$ cat config.mk
export PLATFORM = sky130hd
export DESIGN_NAME = pata_pio_timing
export DESIGN_NICKNAME = d
export VERILOG_FILES = /design/src/rtl/pata_pio_pkg.sv /design/src/rtl/pata_pio_cfg.sv /design/src/rtl/pata_pio_chan.sv /design/src/rtl/pata_pio_timing.sv
export SDC_FILE = /design/constraint.sdc
export NUM_CORES = 1
export LEC_CHECK = 0
export ABC_CLOCK_PERIOD_IN_PS = 4550
export CELL_PAD_IN_SITES_DETAIL_PLACEMENT = 1
export CELL_PAD_IN_SITES_GLOBAL_PLACEMENT = 1
export CORE_MARGIN = 5
export CORE_UTILIZATION = 45
export DETAILED_ROUTE_END_ITERATION = 7
export PLACE_DENSITY_LB_ADDON = 0.2
export RECOVER_POWER = 50
export SETUP_SLACK_MARGIN = 0.4
export SLEW_MARGIN = 20
export SYNTH_ARGS = -nofsm -noshare
export SYNTH_HDL_FRONTEND = slang
export SYNTH_SLANG_ARGS = --single-unit
$ cat constraint.sdc
create_clock -name clk -period 4.55 [get_ports clk]
set_clock_uncertainty 0.2 [all_clocks]
set_input_delay 0.455 -clock clk [delete_from_list [all_inputs] [get_ports clk]]
set_output_delay 0.455 -clock clk [all_outputs]
set_load 0.01 [all_outputs]
$ cat src/rtl/pata_pio_pkg.sv
package pata_pio_pkg;

   localparam int CNT_W  = 5;
   localparam int NIB_W  = 4;
   localparam int BYTE_W = 8;
   localparam int WORD_W = 2 * BYTE_W;

   typedef enum logic [1:0] {
      ST_IDLE,
      ST_ACT,
      ST_HOLD,
      ST_REC
   } chan_state_e;

   typedef struct packed {
      logic [NIB_W-1:0] rec_nib;
      logic [NIB_W-1:0] act_nib;
   } tbyte_t;

   // counter preset = clocks - 1, active clocks = 17 - nib
   function automatic logic [CNT_W-1:0] act_preset(input logic [NIB_W-1:0] nib);
      return CNT_W'(16) - CNT_W'(nib);
   endfunction

   // counter preset = clocks - 1, recovery clocks = 16 - nib
   function automatic logic [CNT_W-1:0] rec_preset(input logic [NIB_W-1:0] nib);
      return CNT_W'(15) - CNT_W'(nib);
   endfunction

endpackage

$ cat src/rtl/pata_pio_cfg.sv
module pata_pio_cfg
   import pata_pio_pkg::*;
#(
   parameter int NUM_UNITS   = 4,
   parameter int AW          = 8,
   parameter int BUSY_W      = 2,
   parameter int TIMING_BASE = 'h44,
   parameter int CTRL_ADDR   = 'h42,
   parameter int STAT_ADDR   = 'h43
) (
   input  logic                              clk,
   input  logic                              rst_n,
   input  logic                              we,
   input  logic [AW-1:0]                     addr,
   input  logic [BYTE_W-1:0]                 wdata,
   input  logic [BUSY_W-1:0]                 busy,
   output logic [BYTE_W-1:0]                 rdata,
   output logic [NUM_UNITS-1:0][WORD_W-1:0]  timing,
   output logic [BYTE_W-1:0]                 ctrl
);

   localparam int NUM_BYTES = 2 * NUM_UNITS;

   if (BUSY_W > BYTE_W) begin : g_bad_busy
      $error("BUSY_W must fit in one status byte");
   end
   if (TIMING_BASE + NUM_BYTES > (1 << AW)) begin : g_bad_map
      $error("timing words do not fit in the address space");
   end

   logic [NUM_UNITS-1:0][WORD_W-1:0] timing_q;
   logic [BYTE_W-1:0]                ctrl_q;

   always_ff @(posedge clk or negedge rst_n) begin
      if (!rst_n) begin
         timing_q <= '0;
         ctrl_q   <= '0;
      end else if (we) begin
         for (int i = 0; i < NUM_BYTES; i++) begin
            if (addr == AW'(TIMING_BASE + i))
               timing_q[i/2][BYTE_W*(i%2) +: BYTE_W] <= wdata;
         end
         if (addr == AW'(CTRL_ADDR) && busy == '0)
            ctrl_q <= wdata;
      end
   end

   always_comb begin
      rdata = '0;
      if (addr == AW'(CTRL_ADDR)) rdata = ctrl_q;
      if (addr == AW'(STAT_ADDR)) rdata = BYTE_W'(busy);
      for (int i = 0; i < NUM_BYTES; i++) begin
         if (addr == AW'(TIMING_BASE + i))
            rdata = timing_q[i/2][BYTE_W*(i%2) +: BYTE_W];
      end
   end

   assign timing = timing_q;
   assign ctrl   = ctrl_q;

endmodule

$ cat src/rtl/pata_pio_chan.sv
module pata_pio_chan
   import pata_pio_pkg::*;
#(
   parameter int DEVS  = 2,
   localparam int DEV_W = (DEVS > 1) ? $clog2(DEVS) : 1
) (
   input  logic                         clk,
   input  logic                         rst_n,
   input  logic                         req,
   input  logic                         wr,
   input  logic [DEV_W-1:0]             dev,
   input  logic                         iordy,
   input  logic [DEVS-1:0][WORD_W-1:0]  timing,
   input  logic [DEVS-1:0]              ign_rdy,
   output logic                         ready,
   output logic                         rd_n,
   output logic                         wr_n
);

   chan_state_e      state_q;
   logic [CNT_W-1:0] cnt_q;
   logic [CNT_W-1:0] rec_q;
   logic             is_wr_q;
   logic             use_rdy_q;
   tbyte_t           sel;

   always_comb begin
      if (wr) sel = tbyte_t'(timing[dev][WORD_W-1:BYTE_W]);
      else    sel = tbyte_t'(timing[dev][BYTE_W-1:0]);
   end

   assign ready = (state_q == ST_IDLE) || (state_q == ST_REC && cnt_q == '0);

   always_ff @(posedge clk or negedge rst_n) begin
      if (!rst_n) begin
         state_q   <= ST_IDLE;
         cnt_q     <= '0;
         rec_q     <= '0;
         is_wr_q   <= 1'b0;
         use_rdy_q <= 1'b0;
      end else if (ready && req) begin
         state_q   <= ST_ACT;
         cnt_q     <= act_preset(sel.act_nib);
         rec_q     <= rec_preset(sel.rec_nib);
         is_wr_q   <= wr;
         use_rdy_q <= !ign_rdy[dev];
      end else begin
         unique case (state_q)
            ST_ACT: begin
               if (cnt_q != '0) begin
                  cnt_q <= cnt_q - 1'b1;
               end else if (use_rdy_q && !iordy) begin
                  state_q <= ST_HOLD;
               end else begin
                  state_q <= ST_REC;
                  cnt_q   <= rec_q;
               end
            end
            ST_HOLD: begin
               if (iordy) begin
                  state_q <= ST_REC;
                  cnt_q   <= rec_q;
               end
            end
            ST_REC: begin
               if (cnt_q == '0) state_q <= ST_IDLE;
               else             cnt_q   <= cnt_q - 1'b1;
            end
            default: state_q <= ST_IDLE;
         endcase
      end
   end

   logic strobe_on;
   assign strobe_on = (state_q == ST_ACT) || (state_q == ST_HOLD);
   assign rd_n = !(strobe_on && !is_wr_q);
   assign wr_n = !(strobe_on && is_wr_q);

endmodule

$ cat src/rtl/pata_pio_timing.sv
module pata_pio_timing
   import pata_pio_pkg::*;
#(
   parameter int NUM_CHAN    = 2,
   parameter int CFG_AW      = 8,
   parameter int TIMING_BASE = 'h44,
   parameter int CTRL_ADDR   = 'h42,
   parameter int STAT_ADDR   = 'h43
) (
   input  logic                 clk,
   input  logic                 rst_n,
   input  logic                 cfg_we,
   input  logic [CFG_AW-1:0]    cfg_addr,
   input  logic [7:0]           cfg_wdata,
   output logic [7:0]           cfg_rdata,
   input  logic [1:0]           post_busy,
   input  logic [NUM_CHAN-1:0]  acc_req,
   input  logic [NUM_CHAN-1:0]  acc_write,
   input  logic [NUM_CHAN-1:0]  acc_dev,
   output logic [NUM_CHAN-1:0]  acc_ready,
   input  logic [NUM_CHAN-1:0]  iordy,
   output logic [NUM_CHAN-1:0]  dior_n,
   output logic [NUM_CHAN-1:0]  diow_n
);

   localparam int DEVS      = 2;
   localparam int NUM_UNITS = NUM_CHAN * DEVS;
   localparam int IGN_LSB   = 4;

   if (NUM_CHAN < 1 || NUM_CHAN > 2) begin : g_bad_chan
      $error("NUM_CHAN must be 1 or 2: the control byte holds four unit bits");
   end

   logic [NUM_UNITS-1:0][WORD_W-1:0] timing;
   logic [BYTE_W-1:0]                ctrl_byte;

   pata_pio_cfg #(
      .NUM_UNITS   (NUM_UNITS),
      .AW          (CFG_AW),
      .BUSY_W      (2),
      .TIMING_BASE (TIMING_BASE),
      .CTRL_ADDR   (CTRL_ADDR),
      .STAT_ADDR   (STAT_ADDR)
   ) u_cfg (
      .clk    (clk),
      .rst_n  (rst_n),
      .we     (cfg_we),
      .addr   (cfg_addr),
      .wdata  (cfg_wdata),
      .busy   (post_busy),
      .rdata  (cfg_rdata),
      .timing (timing),
      .ctrl   (ctrl_byte)
   );

   for (genvar c = 0; c < NUM_CHAN; c++) begin : g_chan
      pata_pio_chan #(.DEVS(DEVS)) u_chan (
         .clk     (clk),
         .rst_n   (rst_n),
         .req     (acc_req[c]),
         .wr      (acc_write[c]),
         .dev     (acc_dev[c]),
         .iordy   (iordy[c]),
         .timing  (timing[DEVS*c +: DEVS]),
         .ign_rdy (ctrl_byte[IGN_LSB + DEVS*c +: DEVS]),
         .ready   (acc_ready[c]),
         .rd_n    (dior_n[c]),
         .wr_n    (diow_n[c])
      );
   end

endmodule

==> flow_metrics.py, run 1 <==
metrics = {
    "critical_path": {
        "crit_arrival_ps": 3030,
        "path_common_cell": "clkdlybuf4s50_1",
        "cp-start-kind": "input pin",
        "crit_required_ps": 3890,
        "cp_top_family": "buffers and inverters",
        "worst-path-buf-inv": 3,
        "critPathMaxFanout": 16,
        "cp_slowest_cell": "clkdlybuf4s50_1",
        "setup.worst_path.end_class": "output pin",
        "slowest_delay_ps": 600,
        "critical_path.cell_chain": "clkdlybuf4s50_1, or4b_4, nor3b_2, buf_4, a22oi_1, o21ai_0, clkdlybuf4s50_1",
        "crit_type": "in -> out",
    },
    "job": {
        "max-cap-violations": 1,
    },
    "logic_synthesis": {
        "ys_seq_area_share_pct": 42.5,
        "synth_nets": 545,
        "async_flop_share_pct": 100,
        "synth.area.top_cells": "dfrtp_1 (42%), mux2_2 (15%), mux4_2 (6.2%)",
        "avgSynthCellArea_sq_um": 11.5,
        "ys.flop_type": "dfrtp_1",
        "netlist.area_leader.share_pct": 42.5,
        "ys_types": 66,
        "synth_top_cell_by_area": "dfrtp_1",
        "ys_ff_latch": 98,
        "synthCells": 502,
        "synth_area_sq_um": 5770,
        "synth_enable_flop_cells": 0,
        "yosysWarnings": 0,
    },
    "global_route": {
        "grt_use_total_pct": 20.9,
        "grt_overflow_total": 0,
        "grt_pass1_wl_mm": 24.4,
        "grt_max_degree": 63,
        "grt_pass1_vias": 4509,
        "antenna_found_initial": 0,
    },
    "routing": {
        "wl_met1_mm": 6.76,
        "viasPerCell": 5.85,
        "num_vias": 4142,
        "highest_layer": "met4",
        "wl_mm": 14.8,
        "wl_met2_mm": 7.30,
        "wl_per_cell_microns": 20.9,
        "dr_wl_met3_microns": 399,
        "firstDrtPassIters": 4,
        "final_antenna_net_count": 0,
        "drt_first_iter_violations": 174,
        "drcViolationCount": 0,
    },
    "floorplan": {
        "die_y_microns": 123,
        "ios": 43,
        "die_w_microns": 123,
        "start_util_pct": 45.7,
        "rows": 41,
        "dieArea_sq_um": 15200,
        "core_sq_um": 12600,
    },
    "sta": {
        "setup_viol": 0,
        "maxSlewViolCount": 38,
        "worst_pin_slew_ps": 2060,
        "grt_setup_unrepaired": "false",
        "fin_ws_ps": 865,
        "hold_viol_final": 5,
        "slew_headroom_pct": -37.2,
        "fin_hold_ws_ps": -1.41,
        "layout_min_cycle_time_ps": 3690,
        "period_share_pct": 81.0,
        "tns_ps": 0,
        "max_freq_mhz": 271,
    },
    "clocking": {
        "cts_tree": "built",
        "clk_pin_slew_ps": 60,
        "htree_levels": 3,
        "cts_sinks": 98,
        "clk_latency_ps": 350,
        "cts_hold_buffers": 0,
        "cts_resized": 0,
        "cts_root_buf": "clkbuf_16",
        "post_cts_buffers": 0,
        "numCtsBuffers": 9,
        "clockBufferDepth": 2,
    },
    "outcome": {
        "status": "finished, violations left",
        "failed_checks": "negative hold slack, max-capacitance violations, max-slew violations",
    },
    "power": {
        "irDropWorstVdd_mv": 0.155,
        "powerDensity_nw_per_um2": 439,
        "leakagePower_uw": 0.00289,
    },
    "placement": {
        "dp_slack_ps": 858,
        "portBuffers": 42,
        "dp_hpwl_mm": 10.5,
        "place.gp.congestion": 0.838,
    },
    "final_layout": {
        "drive_above_1_share_pct": 25.0,
        "fin_nets": 574,
        "area_delta_synth_final_pct": 13.5,
        "utilization_pct": 51.9,
        "antennaDiodeCount": 0,
    },
    "min_path": {
        "hold_path_class": "in -> async",
    },
}
## logic make-up after synthesis
kind of cell             Yosys count  share of synthesized area, %
XOR/XNOR                           6                         0.910
buffers and inverters             52                          4.05
adder cells (fa/ha/maj)           14                          3.03
flip-flops                        98                          42.5
AO/OA/AOI/OAI                    116                          13.7
multiplexers                     113                          24.8
AND/OR/NAND/NOR                  103                          11.0
## Yosys cell counts, types with 4 or more instances
| cell type | n |
|---|---|
| dfrtp_1 | 98 |
| mux2i_1 | 18 |
| o2bb2ai_1 | 8 |
| mux2_2 | 77 |
| a22o_1 | 15 |
| buf_4 | 7 |
| nand2_1 | 34 |
| nand2b_1 | 7 |
| o21ai_0 | 36 |
| a22oi_1 | 7 |
| nor3_1 | 8 |
| nand3_1 | 4 |
| clkbuf_1 | 12 |
| mux4_2 | 16 |
| xnor2_1 | 4 |
| inv_1 | 22 |
| buf_2 | 10 |
| nor2_1 | 18 |
| ha_1 | 14 |
| a21oi_1 | 17 |
## flip-flops by register name, indices dropped and copies added, names as in the netlist
name                     flops
g_chan.u_chan.state_q        4
g_chan.u_chan.use_rdy_q      2
u_cfg.timing                64
g_chan.u_chan.cnt_q         10
g_chan.u_chan.is_wr_q        2
u_cfg.ctrl                   8
g_chan.u_chan.rec_q          8
## worst paths after layout
path | start | endpoint | slack (ps) | cells after the start
worst max-delay path | cfg_addr[5] | cfg_rdata[6] | 860 | 7
worst min-delay path | rst_n | u_cfg.timing[50] | -1 | 1
worst max register to register | g_chan[0].u_chan.cnt_q[0] | g_chan[0].u_chan.cnt_q[4] | 1660 | 8
worst min register to register | g_chan[0].u_chan.is_wr_q | g_chan[0].u_chan.is_wr_q | 290 | 2
max in group asynchronous | rst_n | g_chan[1].u_chan.rec_q[2] | 1760 | 2
min in group clk | g_chan[0].u_chan.is_wr_q | g_chan[0].u_chan.is_wr_q | 290 | 2
## cell usage in the layout, fill, tap and decap left out, types with 15 or more instances in the layout
cell type        Yosys  layout
a22o_1              15      15
o21ai_0             36      37
dfrtp_1             98      98
mux2_2              77      77
nor2_1              18      18
mux4_2              16      16
nand2_1             34      34
inv_1               22      22
clkdlybuf4s50_1      0      40
a21oi_1             17      17
mux2i_1             18      18
## metal layers
layer  vias up  global-route usage [%]
met1      2129                    28.1
met4         0                    7.75
met5         -                       0
met2        67                    34.9
met3        19                    2.52
li1       1927                       -
## report_power, final
part	leakage, uW	switching [uW]	internal (uW)
sequential	0.00129	109	1000
combinational	0.00146	564	489
clock	0.000132	340	372
## metrics by stage
| stage | instance area, sq um | total power (uW) | cells | hold slack (ps) |
|---|---|---|---|---|
| floorplan | 5770 | 1910 | 502 | -40.6 |
| global placement | 6290 | 2150 | 692 | 266 |
| detailed placement | 6290 | 2200 | 692 | 281 |
| CTS | 6570 | 2920 | 708 | 34.6 |
| global route | 6550 | 3090 | 708 | 82.6 |
| finish | 6550 | 2880 | 708 | -1.41 |
## area by class of cell
class	instances	area, sq um
inverter	22	82.6
timing repair buffer	48	450
fill	1354	6070
sequential	98	2450
tap	172	215
multi-input combinational	352	3080
clock buffer	10	229
clock inverter	6	43.8
(Power assumes the default switching activity.)
==> inputs of run 2 (changes only) <==
--- a/config.mk
+++ b/config.mk
@@ -5,7 +5,7 @@
 export SDC_FILE = /design/constraint.sdc
 export NUM_CORES = 1
 export LEC_CHECK = 0
-export ABC_CLOCK_PERIOD_IN_PS = 4550
+export ABC_CLOCK_PERIOD_IN_PS = 3600
 export CELL_PAD_IN_SITES_DETAIL_PLACEMENT = 1
 export CELL_PAD_IN_SITES_GLOBAL_PLACEMENT = 1
 export CORE_MARGIN = 5
==> constraint.sdc (replaced) <==
create_clock -name clk -period 3.6 [get_ports clk]
set_clock_uncertainty 0.2 [all_clocks]
set_input_delay 0.36 -clock clk [delete_from_list [all_inputs] [get_ports clk]]
set_output_delay 0.36 -clock clk [all_outputs]
set_load 0.01 [all_outputs]
==> flow_metrics.py, run 2 (synthesis gave the netlist of run 1 again) <==
metrics = {
    "final_layout": {
        "multiInputGateArea_sq_um": 3110,
        "fin_nets": 586,
        "regArea_sq_um": 2450,
        "antennaDiodeCount": 0,
        "nFillCells": 1357,
        "largest_reg_flops": 64,
        "drive_above_1_share_pct": 27.4,
        "area_delta_synth_final_pct": 16.6,
        "final_common_cell": "dfrtp_1",
        "final_cell_mix": "dfrtp_1 (98), mux2_2 (77), o21ai_0 (36)",
    },
    "routing": {
        "final_antenna_net_count": 0,
        "drt_first_iter_violations": 240,
        "wl_mm": 15.0,
        "firstDrtPassIters": 4,
        "viasPerCell": 5.82,
        "num_vias": 4193,
        "drcViolationCount": 0,
        "wl_per_cell_microns": 20.9,
    },
    "floorplan": {
        "die_y_microns": 123,
        "die_w_microns": 123,
        "rows": 41,
        "dieArea_sq_um": 15200,
        "ios": 43,
        "core_sq_um": 12600,
        "start_util_pct": 45.7,
    },
    "sta": {
        "max_freq_mhz": 312,
        "period_share_pct": 88.9,
        "slew_headroom_pct": -40.2,
        "worst_pin_slew_ps": 2100,
        "setup_viol": 0,
        "tns_ps": 0,
        "maxSlewViolCount": 84,
        "grt_setup_unrepaired": "true",
        "hold_viol_final": 0,
        "layout_min_cycle_time_ps": 3200,
    },
    "power": {
        "leakagePower_uw": 0.00303,
        "switchingPower_uw": 1280,
        "p_sw_share_pct": 33.9,
        "pwr-share-clk_pct": 27.3,
        "pwr-share-comb_pct": 35.3,
        "powerDensity_nw_per_um2": 563,
        "sequentialPowerShare_pct": 37.3,
        "irDropWorstVdd_mv": 0.254,
        "finalPower_uw": 3790,
        "internal-power_uw": 2500,
    },
    "global_route": {
        "grt_overflow_total": 0,
        "antenna_found_initial": 0,
        "grt_pass1_wl_mm": 24.7,
        "grt_max_degree": 84,
        "grt_use_total_pct": 21.2,
        "grt_pass1_vias": 4614,
    },
    "critical_path": {
        "critPathMaxFanout": 11,
        "crit_required_ps": 3040,
        "crit_arrival_ps": 2640,
        "setup.worst_path.end_class": "output pin",
        "reg2regPathDepth": 8,
        "cp-start-kind": "input pin",
        "crit_type": "in -> out",
    },
    "placement": {
        "place.gp.congestion": 0.822,
        "portBuffers": 42,
        "dp_hpwl_mm": 10.6,
    },
    "clocking": {
        "clk_latency_ps": 350,
        "clk_pin_slew_ps": 60,
        "clockBufferDepth": 2,
        "htree_levels": 3,
        "cts_tree": "built",
        "cts_sinks": 98,
        "numCtsBuffers": 9,
        "cts_root_buf": "clkbuf_16",
    },
    "job": {
        "max-cap-violations": 1,
    },
    "outcome": {
        "failed_checks": "max-capacitance violations, max-slew violations",
        "status": "finished, violations left",
    },
    "min_path": {
        "hold_path_class": "reg -> reg",
        "hold_depth": 2,
    },
}
-- run 2: worst paths after layout --
kind	from	to	slack [ps]
setup reg to reg	g_chan[0].u_chan.cnt_q[0]	g_chan[0].u_chan.cnt_q[4]	660
setup / recovery	cfg_addr[5]	cfg_rdata[2]	400
hold reg to reg	g_chan[1].u_chan.rec_q[0]	g_chan[1].u_chan.rec_q[0]	290
min in group asynchronous	rst_n	u_cfg.timing[34]	940
max in group asynchronous	rst_n	g_chan[0].u_chan.cnt_q[4]	900
hold / removal	g_chan[1].u_chan.rec_q[0]	g_chan[1].u_chan.rec_q[0]	290
-- run 2: power by group through the flow --
stage | Sequential [uW] | Clock (uW) | Combinational (uW)
floorplan | 1390 | 0 | 1030
global placement | 1420 | 0 | 1310
detailed placement | 1430 | 0 | 1350
CTS | 1410 | 1060 | 1360
global route | 1440 | 1100 | 1510
finish | 1410 | 1040 | 1340
-- run 2: through the flow --
stage               std cells  worst slack, ps  hold slack (ps)  area [sq um]  utilization (%)
finish                    720              398              289          6730             53.3
global route              720              309              316          6730             53.3
floorplan                 502             1150             -136          5770                -
CTS                       716              324             46.1          6700             53.1
global placement          700              150              268          6350             50.4
detailed placement        700              139              281          6350             50.4
-- run 2: cell type report --
cell class                      instances  share of cell area (%)
Sequential cell                        98                    36.4
Clock buffer                            9                    3.35
Clock inverter                          7                    1.39
Multi-Input combinational cell        352                    46.2
Inverter                               22                    1.23
Tap cell                              172                    3.20
Timing Repair Buffer                   60                    8.22
-- run 2: worst max-delay path, cell delays in order --
cell and delay (ps):
clkdlybuf4s50_1 400, or4b_4 560, nor3b_4 290, buf_6 200
o21ai_0 100, a21oi_1 150, o21ai_0 100, clkdlybuf4s50_1 480
-- run 2: what timing repair did --
action / CTS / global route
hold buffers: 0 / 1
endpoints found under the setup margin: 8 / 6
pin swaps: 1 / 0
setup buffers: 0 / 3
hold endpoints to repair: 0 / 81
gates resized for setup: 9 / 8
-- run 2: per-layer routing --
metal	up-vias	GRT usage (%)	part of all wire, %
li1	1936	-	-
met1	2171	27.3	45
met2	67	36.7	51
met3	19	2.47	1.9
met4	0	8.10	2.3
met5	-	0	0
==> inputs of run 3 (changes only) <==
--- a/config.mk
+++ b/config.mk
@@ -10,9 +10,10 @@
 export CELL_PAD_IN_SITES_GLOBAL_PLACEMENT = 1
 export CORE_MARGIN = 5
 export CORE_UTILIZATION = 45
+export CTS_CLUSTER_SIZE = 8
 export DETAILED_ROUTE_END_ITERATION = 7
 export PLACE_DENSITY_LB_ADDON = 0.2
-export RECOVER_POWER = 50
+export RECOVER_POWER = 25
 export SETUP_SLACK_MARGIN = 0.4
 export SLEW_MARGIN = 20
 export SYNTH_ARGS = -nofsm -noshare
==> flow_metrics.py, run 3 (synthesis gave the netlist of run 1 again) <==
metrics = {
    "outcome": {
        "status": "finished, violations left",
        "failed_checks": "max-capacitance violations, max-slew violations",
    },
    "global_route": {
        "grt_pass1_wl_mm": 24.7,
        "grt_max_degree": 84,
        "grt_use_total_pct": 21.2,
        "grt_overflow_total": 0,
        "antenna_found_initial": 0,
        "grt_pass1_vias": 4614,
    },
    "sta": {
        "maxSlewViolCount": 84,
        "grt_setup_unrepaired": "true",
        "max_freq_mhz": 311,
        "setup_viol": 0,
        "period_share_pct": 89.2,
        "hold_viol_final": 0,
        "worst_pin_slew_ps": 2090,
        "layout_min_cycle_time_ps": 3210,
        "tns_ps": 0,
        "slew_headroom_pct": -39.5,
    },
    "clocking": {
        "cts_sinks": 98,
        "clk_latency_ps": 350,
        "clk_pin_slew_ps": 70,
        "clockBufferDepth": 2,
        "cts_tree": "built",
        "htree_levels": 3,
        "numCtsBuffers": 9,
        "cts_root_buf": "clkbuf_16",
    },
    "critical_path": {
        "crit_cells": 8,
        "worst-path-buf-inv": 3,
        "rrSetupSlack_ps": 880,
        "slowest_delay_ps": 560,
        "critPathMaxFanout": 11,
        "crit_required_ps": 3040,
        "critical_path.cell_chain": "clkdlybuf4s50_1, or4b_4, nor3b_4, buf_6, o21ai_0, a21oi_1, o21ai_0, clkdlybuf4s50_1",
        "cp_top_family": "buffers and inverters",
        "r2r_end": "g_chan[0].u_chan.cnt_q[0]",
        "setup.worst_path.end_class": "output pin",
        "crit_arrival_ps": 2650,
        "r2r_start": "g_chan[0].u_chan.cnt_q[0]",
        "crit_type": "in -> out",
        "cp_slowest_cell": "or4b_4",
        "cp-start-kind": "input pin",
        "reg2regPathDepth": 6,
    },
    "power": {
        "pwr-share-comb_pct": 35.4,
        "leakagePower_uw": 0.00304,
        "sequentialPowerShare_pct": 37.2,
        "powerDensity_nw_per_um2": 563,
        "internal-power_uw": 2510,
        "switchingPower_uw": 1290,
        "irDropWorstVdd_mv": 0.254,
        "pwr-share-clk_pct": 27.4,
        "p_sw_share_pct": 33.9,
    },
    "min_path": {
        "holdPathEnd": "g_chan[1].u_chan.rec_q[0]",
        "hold_depth": 2,
        "holdCritStartpoint": "g_chan[1].u_chan.rec_q[0]",
        "hold_path_class": "reg -> reg",
    },
    "final_layout": {
        "utilization_pct": 53.4,
        "nFillCells": 1355,
        "antennaDiodeCount": 0,
        "largest_reg_flops": 64,
        "final_cell_mix": "dfrtp_1 (98), mux2_2 (77), o21ai_0 (35), clkdlybuf4s50_1 (35), nand2_1 (34)",
        "final_common_cell": "dfrtp_1",
        "area_delta_synth_final_pct": 16.8,
        "fin_nets": 586,
        "drive_above_1_share_pct": 27.9,
    },
    "placement": {
        "dp_hpwl_mm": 10.6,
        "portBuffers": 42,
        "place.gp.congestion": 0.822,
    },
    "job": {
        "max-cap-violations": 1,
    },
    "floorplan": {
        "rows": 41,
        "dieArea_sq_um": 15200,
        "die_y_microns": 123,
        "ios": 43,
        "core_sq_um": 12600,
        "die_w_microns": 123,
        "start_util_pct": 45.7,
    },
    "routing": {
        "firstDrtPassIters": 4,
        "drt_first_iter_violations": 201,
        "drcViolationCount": 0,
        "final_antenna_net_count": 0,
        "wl_mm": 15.0,
        "viasPerCell": 5.83,
        "num_vias": 4199,
        "wl_per_cell_microns": 20.9,
    },
}
## run 3: worst register-to-register path: stages (launching register included)
cell,delay [ps]
dfrtp_1,410
inv_1,90
ha_1,160
nor4b_1,640
o21ai_0,360
a21oi_2,380
mux2_2,380
## run 3: per-stage QoR
stage	std cells	setup slack (ps)	hold slack, ps	power [uW]	area, sq um
after detailed placement	700	139	281	2780	6350
after global routing	720	309	316	4050	6740
after global placement	700	150	268	2730	6350
after CTS	716	324	46.1	3840	6700
after floorplan	502	1150	-136	2410	5770
final	720	389	290	3800	6740
## run 3: power groups by stage
stage               Sequential (uW)  Combinational, uW  Clock (uW)
floorplan                      1390               1030           0
global placement               1420               1310           0
detailed placement             1430               1350           0
CTS                            1410               1360        1060
global route                   1440               1510        1100
finish                         1410               1340        1040
## run 3: repair_timing
action | 4_1_cts | 5_1_grt
pin swaps | 1 | 0
endpoints found under the hold margin | 0 | 81
buffers inserted | 0 | 3
setup endpoints to repair | 8 | 6
hold buffers | 0 | 1
resized for setup | 9 | 8
## run 3: how the worst max path moves through the flow
| stage | start | end | slack, ps |
|---|---|---|---|
| 2_1_floorplan | cfg_addr[5] | cfg_rdata[2] | 1150 |
| 3_3_place_gp | cfg_addr[5] | cfg_rdata[6] | 150 |
| 3_5_place_dp | cfg_addr[5] | cfg_rdata[6] | 140 |
| 4_1_cts | cfg_addr[5] | cfg_rdata[6] | 320 |
| 5_1_grt | cfg_addr[4] | cfg_rdata[3] | 310 |
| 6_report | cfg_addr[5] | cfg_rdata[2] | 390 |
## run 3: final cells by class
class / instances / area, sq um / area share [%]
clock inverter: 7 / 93.8 / 1.39
multi-input combinational: 352 / 3110 / 46.1
tap: 172 / 215 / 3.19
sequential: 98 / 2450 / 36.4
timing repair buffer: 60 / 564 / 8.37
inverter: 22 / 82.6 / 1.22
clock buffer: 9 / 225 / 3.34
## run 3: routing by layer
| layer | part of all wire [%] | wire, microns | global-route usage (%) | vias up |
|---|---|---|---|---|
| li1 | - | - | - | 1938 |
| met1 | 45 | 6730 | 27.3 | 2174 |
| met2 | 51 | 7660 | 36.7 | 66 |
| met3 | 2.0 | 294 | 2.47 | 21 |
| met4 | 2.3 | 345 | 8.10 | 0 |
| met5 | 0 | 0 | 0 | - |
